`src/rtl/uart_regs_pkg.sv`:
```
package uart_regs_pkg;
  localparam int unsigned ADDR_W = 3;
  localparam int unsigned N_IRQ  = 3;
  localparam int unsigned N_MDM  = 4;

  typedef enum logic [ADDR_W-1:0] {
    OFS_DATA  = 3'd0,
    OFS_IEN   = 3'd1,
    OFS_PEND  = 3'd2,
    OFS_LINE  = 3'd3,
    OFS_MCTL  = 3'd4,
    OFS_LSTAT = 3'd5,
    OFS_MSTAT = 3'd6,
    OFS_NONE  = 3'd7
  } reg_ofs_e;

  // line status bit positions
  localparam int unsigned LS_RDY  = 0;
  localparam int unsigned LS_OVR  = 1;
  localparam int unsigned LS_BRK  = 4;
  localparam int unsigned LS_TEMT = 5;

  // interrupt cause positions
  localparam int unsigned IRQ_RX  = 0;
  localparam int unsigned IRQ_TX  = 1;
  localparam int unsigned IRQ_MDM = 2;

  localparam int unsigned DIV_ACCESS_BIT = 7;
  localparam int unsigned MS_PIN_LSB     = 4;
endpackage

```
`src/rtl/uart_rx_path.sv`:
```
module uart_rx_path #(
  parameter int unsigned DATA_W = 8
) (
  input  logic              clk_i,
  input  logic              rst_ni,
  input  logic [DATA_W-1:0] rx_data_i,
  input  logic              rx_valid_i,
  input  logic              rx_break_i,
  input  logic              rd_buf_i,
  input  logic              rd_stat_i,
  output logic [DATA_W-1:0] buf_o,
  output logic              ready_o,
  output logic              overrun_o,
  output logic              break_o
);
  logic ovr_set;
  assign ovr_set = rx_valid_i && ready_o && !rd_buf_i;

  always_ff @(posedge clk_i or negedge rst_ni) begin
    if (!rst_ni) begin
      buf_o     <= '0;
      ready_o   <= 1'b0;
      overrun_o <= 1'b0;
      break_o   <= 1'b0;
    end else begin
      if (rx_valid_i) buf_o <= rx_data_i;
      ready_o   <= rx_valid_i || (ready_o && !rd_buf_i);
      overrun_o <= ovr_set || (overrun_o && !rd_stat_i);
      break_o   <= rx_break_i || (break_o && !rd_stat_i);
    end
  end

  a_r4_arrival_sets_ready: assert property (@(posedge clk_i) disable iff (!rst_ni)
    rx_valid_i |=> ready_o);
  a_r4_read_clears_ready: assert property (@(posedge clk_i) disable iff (!rst_ni)
    (rd_buf_i && !rx_valid_i) |=> !ready_o);
  a_r5_collision_overrun: assert property (@(posedge clk_i) disable iff (!rst_ni)
    (rx_valid_i && ready_o && !rd_buf_i) |=> overrun_o);
  a_r6_status_read_clears: assert property (@(posedge clk_i) disable iff (!rst_ni)
    (rd_stat_i && !rx_break_i && !rx_valid_i) |=> (!break_o && !overrun_o));
endmodule

```
`src/rtl/uart_modem_if.sv`:
```
module uart_modem_if
  import uart_regs_pkg::*;
(
  input  logic             clk_i,
  input  logic             rst_ni,
  input  logic             wr_ctrl_i,
  input  logic [1:0]       wdata_i,
  input  logic             rd_stat_i,
  input  logic [N_MDM-1:0] pins_i,
  output logic [1:0]       ctrl_o,
  output logic [N_MDM-1:0] pins_o,
  output logic             change_o
);
  logic [N_MDM-1:0] delta;

  for (genvar k = 0; k < N_MDM; k++) begin : g_delta
    assign delta[k] = pins_i[k] ^ pins_o[k];
  end

  always_ff @(posedge clk_i or negedge rst_ni) begin
    if (!rst_ni) begin
      ctrl_o   <= '0;
      pins_o   <= '0;
      change_o <= 1'b0;
    end else begin
      if (wr_ctrl_i) ctrl_o <= wdata_i;
      pins_o   <= pins_i;
      change_o <= (|delta) || (change_o && !rd_stat_i);
    end
  end

  a_r11_change_sets_flag: assert property (@(posedge clk_i) disable iff (!rst_ni)
    (pins_i != pins_o) |=> change_o);
  a_r11_read_clears_flag: assert property (@(posedge clk_i) disable iff (!rst_ni)
    (rd_stat_i && pins_i == pins_o) |=> !change_o);
  a_r10_ctrl_write: assert property (@(posedge clk_i) disable iff (!rst_ni)
    wr_ctrl_i |=> ctrl_o == $past(wdata_i));
endmodule

```
`src/rtl/uart_irq_ctrl.sv`:
```
module uart_irq_ctrl #(
  parameter int unsigned N = 3
) (
  input  logic         clk_i,
  input  logic         rst_ni,
  input  logic         wr_en_i,
  input  logic [N-1:0] wdata_i,
  input  logic [N-1:0] cond_i,
  output logic [N-1:0] enable_o,
  output logic [N-1:0] pending_o,
  output logic         irq_o
);
  always_ff @(posedge clk_i or negedge rst_ni) begin
    if (!rst_ni)      enable_o <= '0;
    else if (wr_en_i) enable_o <= wdata_i;
  end

  assign pending_o = cond_i & enable_o;
  assign irq_o     = |pending_o;

  a_r9_irq_needs_enable: assert property (@(posedge clk_i) disable iff (!rst_ni)
    irq_o |-> (|enable_o));
  a_r9_irq_needs_cause: assert property (@(posedge clk_i) disable iff (!rst_ni)
    irq_o |-> (|cond_i));
  a_r7_enable_write: assert property (@(posedge clk_i) disable iff (!rst_ni)
    wr_en_i |=> enable_o == $past(wdata_i));
endmodule

```
`src/rtl/uart_regs.sv`:
```
module uart_regs
  import uart_regs_pkg::*;
#(
  parameter int unsigned DATA_W    = 8,
  parameter int unsigned DIV_RESET = 1
) (
  input  logic                clk_i,
  input  logic                rst_ni,
  input  logic [ADDR_W-1:0]   addr_i,
  input  logic [DATA_W-1:0]   wdata_i,
  input  logic                wr_i,
  input  logic                rd_i,
  output logic [DATA_W-1:0]   rdata_o,
  output logic [DATA_W-1:0]   tx_data_o,
  output logic                tx_load_o,
  input  logic                tx_done_i,
  input  logic [DATA_W-1:0]   rx_data_i,
  input  logic                rx_valid_i,
  input  logic                rx_break_i,
  output logic [2*DATA_W-1:0] divisor_o,
  output logic [DATA_W-2:0]   frame_cfg_o,
  output logic                dtr_o,
  output logic                rts_o,
  input  logic                cts_i,
  input  logic                dsr_i,
  input  logic                ri_i,
  input  logic                dcd_i,
  output logic                irq_o
);
  localparam int unsigned DIV_W = 2 * DATA_W;
  localparam logic [DIV_W-1:0] DIV_INIT = DIV_W'(DIV_RESET);

  reg_ofs_e ofs;
  logic dab;
  logic [DATA_W-1:0] lcr_q, dll_q, dlm_q;
  logic temt_q;
  logic wr_thr, wr_dll, wr_dlm, wr_ier, wr_lcr, wr_mcr;
  logic rd_rbr, rd_lsr, rd_msr;

  logic [DATA_W-1:0] rx_buf;
  logic rx_rdy, rx_ovr, rx_brk;
  logic [1:0] mcr;
  logic [N_MDM-1:0] mdm_pins;
  logic mdm_chg;
  logic [N_IRQ-1:0] ien, pend, cause;
  logic [DATA_W-1:0] lsr, msr;

  assign ofs = reg_ofs_e'(addr_i);
  assign dab = lcr_q[DIV_ACCESS_BIT];

  assign wr_thr = wr_i && ofs == OFS_DATA && !dab;
  assign wr_dll = wr_i && ofs == OFS_DATA &&  dab;
  assign wr_ier = wr_i && ofs == OFS_IEN  && !dab;
  assign wr_dlm = wr_i && ofs == OFS_IEN  &&  dab;
  assign wr_lcr = wr_i && ofs == OFS_LINE;
  assign wr_mcr = wr_i && ofs == OFS_MCTL;
  assign rd_rbr = rd_i && ofs == OFS_DATA && !dab;
  assign rd_lsr = rd_i && ofs == OFS_LSTAT;
  assign rd_msr = rd_i && ofs == OFS_MSTAT;

  always_ff @(posedge clk_i or negedge rst_ni) begin
    if (!rst_ni) begin
      lcr_q     <= '0;
      dll_q     <= DIV_INIT[DATA_W-1:0];
      dlm_q     <= DIV_INIT[DIV_W-1:DATA_W];
      tx_data_o <= '0;
      tx_load_o <= 1'b0;
      temt_q    <= 1'b1;
    end else begin
      if (wr_lcr) lcr_q <= wdata_i;
      if (wr_dll) dll_q <= wdata_i;
      if (wr_dlm) dlm_q <= wdata_i;
      if (wr_thr) tx_data_o <= wdata_i;
      tx_load_o <= wr_thr;
      if (wr_thr)         temt_q <= 1'b0;
      else if (tx_done_i) temt_q <= 1'b1;
    end
  end

  uart_rx_path #(.DATA_W(DATA_W)) u_rx (
    .clk_i      (clk_i),
    .rst_ni     (rst_ni),
    .rx_data_i  (rx_data_i),
    .rx_valid_i (rx_valid_i),
    .rx_break_i (rx_break_i),
    .rd_buf_i   (rd_rbr),
    .rd_stat_i  (rd_lsr),
    .buf_o      (rx_buf),
    .ready_o    (rx_rdy),
    .overrun_o  (rx_ovr),
    .break_o    (rx_brk)
  );

  uart_modem_if u_mdm (
    .clk_i     (clk_i),
    .rst_ni    (rst_ni),
    .wr_ctrl_i (wr_mcr),
    .wdata_i   (wdata_i[1:0]),
    .rd_stat_i (rd_msr),
    .pins_i    ({dcd_i, ri_i, dsr_i, cts_i}),
    .ctrl_o    (mcr),
    .pins_o    (mdm_pins),
    .change_o  (mdm_chg)
  );

  always_comb begin
    cause = '0;
    cause[IRQ_RX]  = rx_rdy;
    cause[IRQ_TX]  = temt_q;
    cause[IRQ_MDM] = mdm_chg;
  end

  uart_irq_ctrl #(.N(N_IRQ)) u_irq (
    .clk_i     (clk_i),
    .rst_ni    (rst_ni),
    .wr_en_i   (wr_ier),
    .wdata_i   (wdata_i[N_IRQ-1:0]),
    .cond_i    (cause),
    .enable_o  (ien),
    .pending_o (pend),
    .irq_o     (irq_o)
  );

  always_comb begin
    lsr = '0;
    lsr[LS_RDY]  = rx_rdy;
    lsr[LS_OVR]  = rx_ovr;
    lsr[LS_BRK]  = rx_brk;
    lsr[LS_TEMT] = temt_q;
    msr = '0;
    msr[0] = mdm_chg;
    msr[MS_PIN_LSB +: N_MDM] = mdm_pins;
  end

  always_comb begin
    rdata_o = '0;
    unique case (ofs)
      OFS_DATA:  rdata_o = dab ? dll_q : rx_buf;
      OFS_IEN:   rdata_o = dab ? dlm_q : DATA_W'(ien);
      OFS_PEND:  rdata_o = DATA_W'(pend);
      OFS_LINE:  rdata_o = lcr_q;
      OFS_MCTL:  rdata_o = DATA_W'(mcr);
      OFS_LSTAT: rdata_o = lsr;
      OFS_MSTAT: rdata_o = msr;
      default:   rdata_o = '0;
    endcase
  end

  assign divisor_o   = {dlm_q, dll_q};
  assign frame_cfg_o = lcr_q[DATA_W-2:0];
  assign dtr_o       = mcr[0];
  assign rts_o       = mcr[1];

  a_r3_write_clears_empty: assert property (@(posedge clk_i) disable iff (!rst_ni)
    wr_thr |=> (!temt_q && tx_load_o));
  a_r3_done_sets_empty: assert property (@(posedge clk_i) disable iff (!rst_ni)
    (tx_done_i && !wr_thr) |=> temt_q);
  a_r2_banked_no_load: assert property (@(posedge clk_i) disable iff (!rst_ni)
    (wr_i && ofs == OFS_DATA && dab) |=> !tx_load_o);
  a_r2_banked_divisor: assert property (@(posedge clk_i) disable iff (!rst_ni)
    (wr_i && ofs == OFS_IEN && dab) |=> (divisor_o[DIV_W-1:DATA_W] == $past(wdata_i) && $stable(ien)));
endmodule

```
`config.mk`:
```
export PLATFORM = sky130hd
export DESIGN_NAME = uart_regs
export DESIGN_NICKNAME = d
export VERILOG_FILES = /design/src/rtl/uart_regs_pkg.sv /design/src/rtl/uart_rx_path.sv /design/src/rtl/uart_modem_if.sv /design/src/rtl/uart_irq_ctrl.sv /design/src/rtl/uart_regs.sv
export SDC_FILE = /design/constraint.sdc
export NUM_CORES = 1
export LEC_CHECK = 0
export BUFFER_PORTS_ARGS = -buffer_cell sky130_fd_sc_hd__buf_2
export CAP_MARGIN = 20
export CORE_MARGIN = 2
export CORE_UTILIZATION = 40
export CTS_BUF_LIST = sky130_fd_sc_hd__clkbuf_2
export DETAILED_ROUTE_END_ITERATION = 16
export PLACE_DENSITY_LB_ADDON = 0.1
export SETUP_SLACK_MARGIN = 0.3
export SLEW_MARGIN = 20
export SYNTH_ARGS = -nofsm -noshare
export SYNTH_HDL_FRONTEND = slang
export SYNTH_SLANG_ARGS = --single-unit
export TNS_END_PERCENT = 100
```
`constraint.sdc`:
```
create_clock -name clk_i -period 2.6 [get_ports clk_i]
set_clock_uncertainty 0.15 [all_clocks]
set_input_delay 0.52 -clock clk_i [delete_from_list [all_inputs] [get_ports clk_i]]
set_output_delay 0.52 -clock clk_i [all_outputs]
set_load 0.005 [all_outputs]
```
== Word level (Yosys, flattened, before mapping) ==
Cells that the tools add are included.

* Bits in registers: 55
* Input port bits: 30
* Word-level logic and storage cells: 60

* Eq/ne operators: 6
* Multiplexer cells: 5
* Bitwise gates (word level): 5
* Reductions and logical operators: 30

{| class="wikitable"
|+ Operators by type and width
! cell !! number
|-
| case mux 8 bit (7 select lines) || 1
|-
| logical AND 1 bit || 18
|-
| 2-to-1 mux 8 bit || 2
|-
| == test 3 bit, second input constant || 3
|-
| == test 3 x 2 -> 1 bit, second input constant || 2
|-
| zero test 1 bit || 4
|-
| logical OR 1 bit || 4
|-
| OR reduction 4 bit || 1
|-
| XOR 1 bit || 4
|-
| AND 3 bit || 1
|-
| == test 3 x 1 -> 1 bit, second input constant || 1
|-
| zero test 3 bit || 1
|-
| OR reduction 3 bit || 1
|-
| 2-to-1 mux 1 bit || 2
|-
| nonzero test 2 bit || 1
|}

== Longest topological paths before layout ==
Gate-level depths: netlist of run 1.

* Word-level depth: 6
* Gate-level depth with buffers: 5
* Gate-level depth less buffers: 3

== Hierarchy ==
A second synthesis of run 1 with hierarchy kept.

* Cell total of the unflattened synthesis: 205
* Area, all modules: 2726.4 sq um

{| class="wikitable"
|+ By module, submodules not included
! module !! instances !! cells an instance !! area an instance (sq um)
|-
| uart_regs || 1 || 153 || 1894.3
|-
| uart_rx_path || 1 || 25 || 440.4
|-
| uart_modem_if || 1 || 16 || 249.0
|-
| uart_irq_ctrl || 1 || 11 || 142.6
|}

== Least setup slack after synthesis of run 1 ==
No wires, ideal clock.

* Path type: input to output
* From: in addr_i[1]
* To: out rdata_o[0]
* Arrival: 1368 ps
* Path slack: 562 ps
* Cell stages on the path: 4
* Path buffers: 1
* Path through: buf_4 -> or3b_1 -> o221ai_1 -> a211o_1

* Cells in the longest elaborated chain, start to end: 2

{| class="wikitable"
|+ Ends and longest elaborated chain
! element !! RTL line !! source
|-
| start: declaration || uart_regs.sv:9 || <nowiki>input logic [ADDR_W-1:0] addr_i,</nowiki>
|-
| == test 3 bit, or another cell as far along || uart_regs.sv:137 || <nowiki>unique case (ofs)</nowiki>
|-
| case mux 8 bit (7 select lines) * || uart_regs.sv:137 ||
|-
| end: declaration || uart_regs.sv:13 || <nowiki>output logic [DATA_W-1:0] rdata_o,</nowiki>
|}

Mark *: on every way between the ends. The rest lies on a longest branch, timed or not.

== Final worst setup path of run 1 ==
* From: reg lcr_q[7]
* To: out rdata_o[5]

* Cells in the longest elaborated chain, start to end: 2

{| class="wikitable"
|+ Ends and longest elaborated chain
! element !! RTL line !! source
|-
| start: declaration || uart_regs.sv:35 || <nowiki>logic [DATA_W-1:0] lcr_q, dll_q, dlm_q;</nowiki>
|-
| start signal: assignment || uart_regs.sv:70 || <nowiki>if (wr_lcr) lcr_q <= wdata_i;</nowiki>
|-
| 2-to-1 mux 8 bit (on tied branches) || uart_regs.sv:139, uart_regs.sv:138 ||
|-
| case mux 8 bit (7 select lines) * || uart_regs.sv:137 ||
|}

Marked as above.

==> results of run 1 <==
final cells by class:
type                       count  area, µm²  area share (%)
sequential                    55       1380           41.69
timing repair buffer          89      535.5           16.18
clock buffer                   6      30.03          0.9070
clock inverter                 2      12.51          0.3779
inverter                       3      11.26          0.3401
tap                           80      100.1           3.023
multi-input combinational    127       1241           37.49
registers in the layout, indices dropped and copies added (netlist names), 2 cells and up:
signal / flops
dll_q: 8
dlm_q: 8
lcr_q: 8
tx_data_o: 8
u_rx.buf_o: 8
u_mdm.pins_o: 4
u_irq.enable_o: 3
u_mdm.ctrl_o: 2
metal layers:
metal  vias to the layer above  routed length, µm
li1                        895                  -
met1                       940               3048
met2                        45               2902
met3                         5                252
met4                         0                 61
met5                         -                  0
report_power, final:
group          internal [µW]  switching, µW  leakage, µW
logic                    431            281     0.000933
registers               1030            139     0.000650
clock network           68.4            267    0.0000290
synthesized netlist by cell type, types with 2 or more instances:
| master | number | share of area, % |
|---|---|---|
| a211o_1 | 2 | 0.64 |
| a21o_1 | 2 | 0.55 |
| a21oi_1 | 2 | 0.37 |
| a221o_1 | 3 | 1.1 |
| a22o_1 | 5 | 1.6 |
| a31oi_1 | 2 | 0.46 |
| buf_2 | 5 | 0.92 |
| buf_4 | 10 | 2.8 |
| clkbuf_1 | 2 | 0.28 |
| dfrtp_1 | 53 | 49 |
| dfstp_2 | 2 | 1.9 |
| inv_1 | 3 | 0.41 |
| mux2_2 | 37 | 15 |
| mux2_4 | 8 | 4.4 |
| mux2i_1 | 11 | 4.1 |
| nand2_1 | 9 | 1.2 |
| nand3_1 | 4 | 0.74 |
| nand4b_1 | 4 | 1.3 |
| nor2_1 | 2 | 0.28 |
| nor2b_1 | 2 | 0.46 |
| nor2b_4 | 2 | 1.0 |
| o21a_1 | 2 | 0.55 |
| o21ai_0 | 5 | 0.92 |
| o22ai_1 | 2 | 0.46 |
| xnor2_1 | 2 | 0.64 |
| xor2_1 | 2 | 0.64 |
final timing paths:
kind	endpoint	slack, ns	depth (start not counted)
worst min-delay path	u_mdm.pins_o[0]	0.06	1
worst min register to register	u_rx.buf_o[4]	0.39	1
max in group asynchronous	lcr_q[7]	1.27	3
worst max-delay path	rdata_o[5]	0.14	5
worst max register to register	tx_data_o[4]	0.73	5
min in group asynchronous	dll_q[6]	0.54	3
through the flow:
stage | hold slack, ns | util (%) | instances
2_1_floorplan | 0.07441 | - | 203
3_3_place_gp | 0.3204 | 46.46 | 343
3_5_place_dp | 0.3385 | 46.46 | 343
4_1_cts | 0.02659 | 48.20 | 357
5_1_grt | 0.02553 | 49.55 | 362
6_report | 0.05534 | 49.55 | 362
cells by family after synthesis:
family	synth area share, %
multiplexers	23.80
flip-flops	50.74
AND/OR/NAND/NOR	11.47
AO/OA/AOI/OAI	7.919
buffers and inverters	4.788
XOR/XNOR	1.289
what timing repair did:
action | CTS | global route
hold buffers | 3 | 0
cloned | 0 | 1
hold endpoints to repair | 3 | 0
endpoints found under the setup margin | 8 | 8
buffers inserted | 3 | 4
pin swaps | 0 | 9
gates resized for setup | 5 | 11
worst max-delay path: cells and delay by family (launching register included):
| family | cells | cell delay, ns |
|---|---|---|
| flip-flops | 1 | 0.49 |
| multiplexers | 1 | 0.24 |
| buffers and inverters | 2 | 0.29 |
| AND/OR/NAND/NOR | 1 | 0.06 |
| AO/OA/AOI/OAI | 1 | 0.28 |
==> results by group, run 1 <==
Status
  • Status: completed

GRT
  • Grt met2 use: 27.20%
  • Antenna violations before repair: 0
  • GR Util met1: 25.51%
  • Vias in the first global route: 1,882
  • Grt met3 use: 3.143%
  • Total GRT Usage: 17.51%
  • Pin count of the biggest net entering global routing: 56
  • First-pass GRT wire length: 9991 µm
  • Busiest grt layer: met2
  • Total grt overflow: 0

Power and ir drop
  • Power, Total: 2221 µW
  • Maximum vdd drop: 0.2964 mV
  • Pwr per Cell Area: 670.9 nW/µm²
  • LEAKAGE: 0.001612 µW

STA
  • Setup TNS: 0 ns
  • Final setup margin: 0.1357 ns
  • Slew of the pin with the lowest slew margin: 0.6924 ns
  • Unrepaired setup endpoints after global routing: yes
  • Pins Over Slew Limit: 0
  • Hold Vio Cnt, Final: 0
  • Crit path time final: 2.464 ns
  • # setup viols final: 0
  • Tcrit/Tclk final: 94.78%
  • Fmax achieved: 405.8 MHz
  • Slew Limit Headroom: 53.84%

Setup path
  • Crit-path cells: buf_6 -> mux2i_2 -> nor2_1 -> a221o_1 -> buf_2
  • CP max stage delay: 0.49 ns
  • Data arrival time of the worst path: 1.79 ns
  • Maximum fanout along the worst path: 6
  • Data required, critical path: 1.93 ns
  • CP max-delay cell: dfrtp_2
  • Crit path launch: lcr_q[7]
  • CP Launch Type: flip-flop
  • Crit path capture type: primary output
  • Critical path class: flip-flop to primary output
  • Worst r2r src: lcr_q[7]

Layout
  • Share of cells above drive strength 1: 56.38%
  • Antenna diodes: 0
  • Nets: 311
  • Most common library cell in the layout ignoring fill and taps: buf_2
  • Most frequent cells in the layout: buf_2 (72), dfrtp_1 (52), mux2_2 (37)
  • Fin area: 3311 µm²
  • Fill count: 629
  • Area Growth Syn to Fin: 21.82%

Clock tree
  • Worst-skew pair later-pin latency: 0.44 ns
  • Longest Clk Path Bufs: 2
  • Clock-pin slew of the registers on the worst-case setup and hold paths: 0.25 ns
  • CTS tree: built
  • Clk root buf: clkbuf_2
  • H-tree levels: 2
  • CTS Buf Count: 5
  • CTS sink cnt: 55

Synthesis
  • Sequential fraction of the synthesis area: 50.74%
  • Syn_nets: 233
  • Post-synth EDFFs: 0
  • Number of synthesized register bits: 55
  • Netlist cell types: 46
  • Asr flop ratio synth: 100.0%
  • Warnings from Yosys: 0
  • Ys flop type: dfrtp_1
  • Avg Synthesized Cell Area: 13.39 µm²
  • Synthesized instance count: 203
  • Mapped cell area: 2718 µm²

Route
  • Total Wirelength: 6264 µm
  • Final antenna-violating net count: 0
  • Drt pass-1 iters: 4
  • Routed vias: 1,885
  • DRT iter0 DRCs: 53
  • Drc violations: 0
  • DR WL/cell: 17.30 µm
  • Vias/cell: 5.207

Min path
  • Worst Hold Class: input port to flip-flop
  • Hold Path Origin: cts_i

Floorplan
  • Die Area: 7469 µm²
  • Num rows: 30
  • Initial core utilization: 40.67%
  • Die X: 86.43 µm
  • Die height: 86.43 µm
  • Ports: 73
  • Core Region: 6681 µm²

Place
  • Area after DPL: 3104 µm²
  • Final HPWL DP: 4463 µm
  • Pre-CTS setup slack: 0.2426 ns
  • Placer congestion estimate: 0.8381
  • Port bufs: 72

Run
  • Max_cap viols: 0
No activity file was read; power rests on OpenSTA's default activity.
==> run 2: changes to the inputs <==
SYNTH_HIERARCHICAL = 1   (was unset)
==> run 2 against run 1 <==
First-iteration DRC count is 77% higher. Critical path depth is 1 lower. Final cell count is 0.55% higher.
==> results by group, run 2 <==
Status
  • Status: completed

STA
  • Tcrit/Tclk final: 95.28%
  • Pins Over Slew Limit: 0
  • Hold Vio Cnt, Final: 0
  • Crit path time final: 2.477 ns
  • # setup viols final: 0
  • Slew of the pin with the lowest slew margin: 0.6910 ns
  • Slew Limit Headroom: 53.93%
  • Fmax achieved: 403.7 MHz
  • Unrepaired setup endpoints after global routing: yes

Synthesis
  • Most frequent cell after synthesis: dfrtp_1
  • Ys flop type: dfrtp_1
  • Mapped cell area: 2726 µm²
  • Avg Synthesized Cell Area: 13.30 µm²
  • Number of synthesized register bits: 55
  • Synthesized instance count: 205
  • Sequential fraction of the synthesis area: 50.57%
  • Post-synth EDFFs: 0
  • Yosys top cell by area: dfrtp_1
  • Netlist cell types: 48
  • Synth area leaders: dfrtp_1 (49%), mux2_2 (13%), mux2_4 (8.8%)
  • Asr flop ratio synth: 100.0%
  • Top cells by count, synth: dfrtp_1 (53), mux2_2 (32), mux2_4 (16)
  • Warnings from Yosys: 6
  • Area share of the largest cell type after synthesis: 48.65%
  • Syn_nets: 235

GRT
  • Vias in the first global route: 1,881
  • Antenna violations before repair: 0
  • Pin count of the biggest net entering global routing: 56
  • First-pass GRT wire length: 10,390 µm
  • Total grt overflow: 0
  • Total GRT Usage: 18.33%

Layout
  • Antenna diodes: 0
  • Nets: 313
  • Most frequent cells in the layout: buf_2 (72), dfrtp_1 (52), mux2_2 (30), mux2_4 (18), buf_4 (10)
  • Share of cells above drive strength 1: 57.04%
  • Area Growth Syn to Fin: 21.29%
  • Fin area: 3307 µm²
  • Most common library cell in the layout ignoring fill and taps: buf_2

Setup path
  • Critical path class: flip-flop to primary output
  • Maximum fanout along the worst path: 7
  • Crit path capture type: primary output
  • CP max stage delay: 0.54 ns
  • Worst r2r src: lcr_q[7]
  • CP max-delay cell: mux4_2
  • Crit path launch: lcr_q[7]
  • Data arrival time of the worst path: 1.81 ns
  • Cell family with most CP delay: multiplexers
  • CP Launch Type: flip-flop
  • Data required, critical path: 1.93 ns
  • Crit-path cells: mux4_2 -> nand2_2 -> o311ai_4 -> buf_2
  • CP bufs+invs: 1

Place
  • Final HPWL DP: 4502 µm
  • Port bufs: 72
  • Area after DPL: 3113 µm²
  • Placer congestion estimate: 0.7790

Power and ir drop
  • Power, Total: 2210 µW
  • Comb pwr share: 31.5%
  • Clk pwr share: 14.9%
  • Sw frac: 30.64%
  • Power Internal: 1533 µW
  • Part of the power in registers: 53.6%
  • Pwr per Cell Area: 668.3 nW/µm²
  • LEAKAGE: 0.001617 µW
  • Maximum vdd drop: 0.3192 mV
  • Switching power: 677.2 µW

Clock tree
  • Longest Clk Path Bufs: 2
  • CTS tree: built
  • Worst-skew pair later-pin latency: 0.42 ns
  • H-tree levels: 2
  • CTS Buf Count: 5
  • CTS sink cnt: 55
  • Clock-pin slew of the registers on the worst-case setup and hold paths: 0.27 ns
  • Clk root buf: clkbuf_2

Run
  • Max_cap viols: 0

Floorplan
  • Die Area: 7493 µm²
  • Initial core utilization: 40.81%
  • Die X: 86.56 µm
  • Die height: 86.56 µm
  • Ports: 73
  • Num rows: 30
  • Core Region: 6681 µm²

Route
  • WL met1: 3099 µm
  • Drt pass-1 iters: 4
  • Total Wirelength: 6551 µm
  • DRT iter0 DRCs: 94
  • Met3 WL: 299 µm
  • Vias/cell: 5.269
  • DR WL/cell: 18.00 µm
  • Routed vias: 1,918
  • Met2 wire len: 3058 µm
  • Drc violations: 0
  • Final antenna-violating net count: 0
  • Uppermost routed layer: met4

Min path
  • Worst Hold Class: input port to asynchronous set/reset pin
## run 2: power groups by stage
stage / clock [µW] / sequential (µW) / combinational, µW
after floorplan: 0 / 1170 / 411
after global placement: 0 / 1210 / 626
after detailed placement: 0 / 1210 / 641
after CTS: 346 / 1190 / 670
after global routing: 386 / 1210 / 765
final: 329 / 1190 / 696
## run 2: path summary, 6_finish.rpt
path / cells past startpoint / to / slack (ns)
setup reg to reg: 4 / tx_data_o[3] / 0.76
hold reg to reg: 1 / u_rx/break_o / 0.39
min in group clk_i: 2 / u_rx/break_o / 0.08
hold / removal: 2 / u_rx/overrun_o / 0.01
setup / recovery: 4 / rdata_o[1] / 0.12
max in group asynchronous: 2 / lcr_q[7] / 1.79
## run 2: final cells by class
type                            count  area [µm²]
Sequential cell                    55        1380
Clock buffer                        6       30.03
Tap cell                           80       100.1
Inverter                            7       27.53
Multi-Input combinational cell    127        1274
Clock inverter                      2       8.758
Fill cell                         652        3374
Timing Repair Buffer               87       486.7
## run 2: kinds of logic after synthesis
kind of cell,Yosys count,share of synthesized area [%]
and+or+nand+nor,43,10.88
buffers and inverters,23,4.819
muxes,56,25.98
xor gates and xnor gates,4,1.285
DFF,55,50.57
AOI/OAI and AO/OA,24,6.471
## run 2: per-stage QoR
step	setup slack [ns]	hold WS, ns	TNS, ns	utilization [%]	cells
floorplan	0.5662	0.07441	0	-	205
finish	0.1228	0.01054	0	49.49	364
global route	-0.02440	0.02629	-0.03807	49.49	364
global placement	0.2436	0.3275	0	46.59	345
CTS	0.06644	0.0006184	0	47.72	355
detailed placement	0.2598	0.3286	0	46.59	345
## run 2: metal layers
metal  vias up  global-route usage (%)
met1       947                   26.63
met2        63                   27.69
met4         0                   5.540
met3         8                   3.810
met5         -                       0
li1        900                       -
## run 2: timing repair
item                       4_1_cts  5_1_grt
setup buffers                    2        5
pin swaps                        2        3
hold endpoints to repair         0        4
setup endpoints to repair        8        9
gates cloned                     0        0
resized for setup                7        9
hold buffers                     0        4
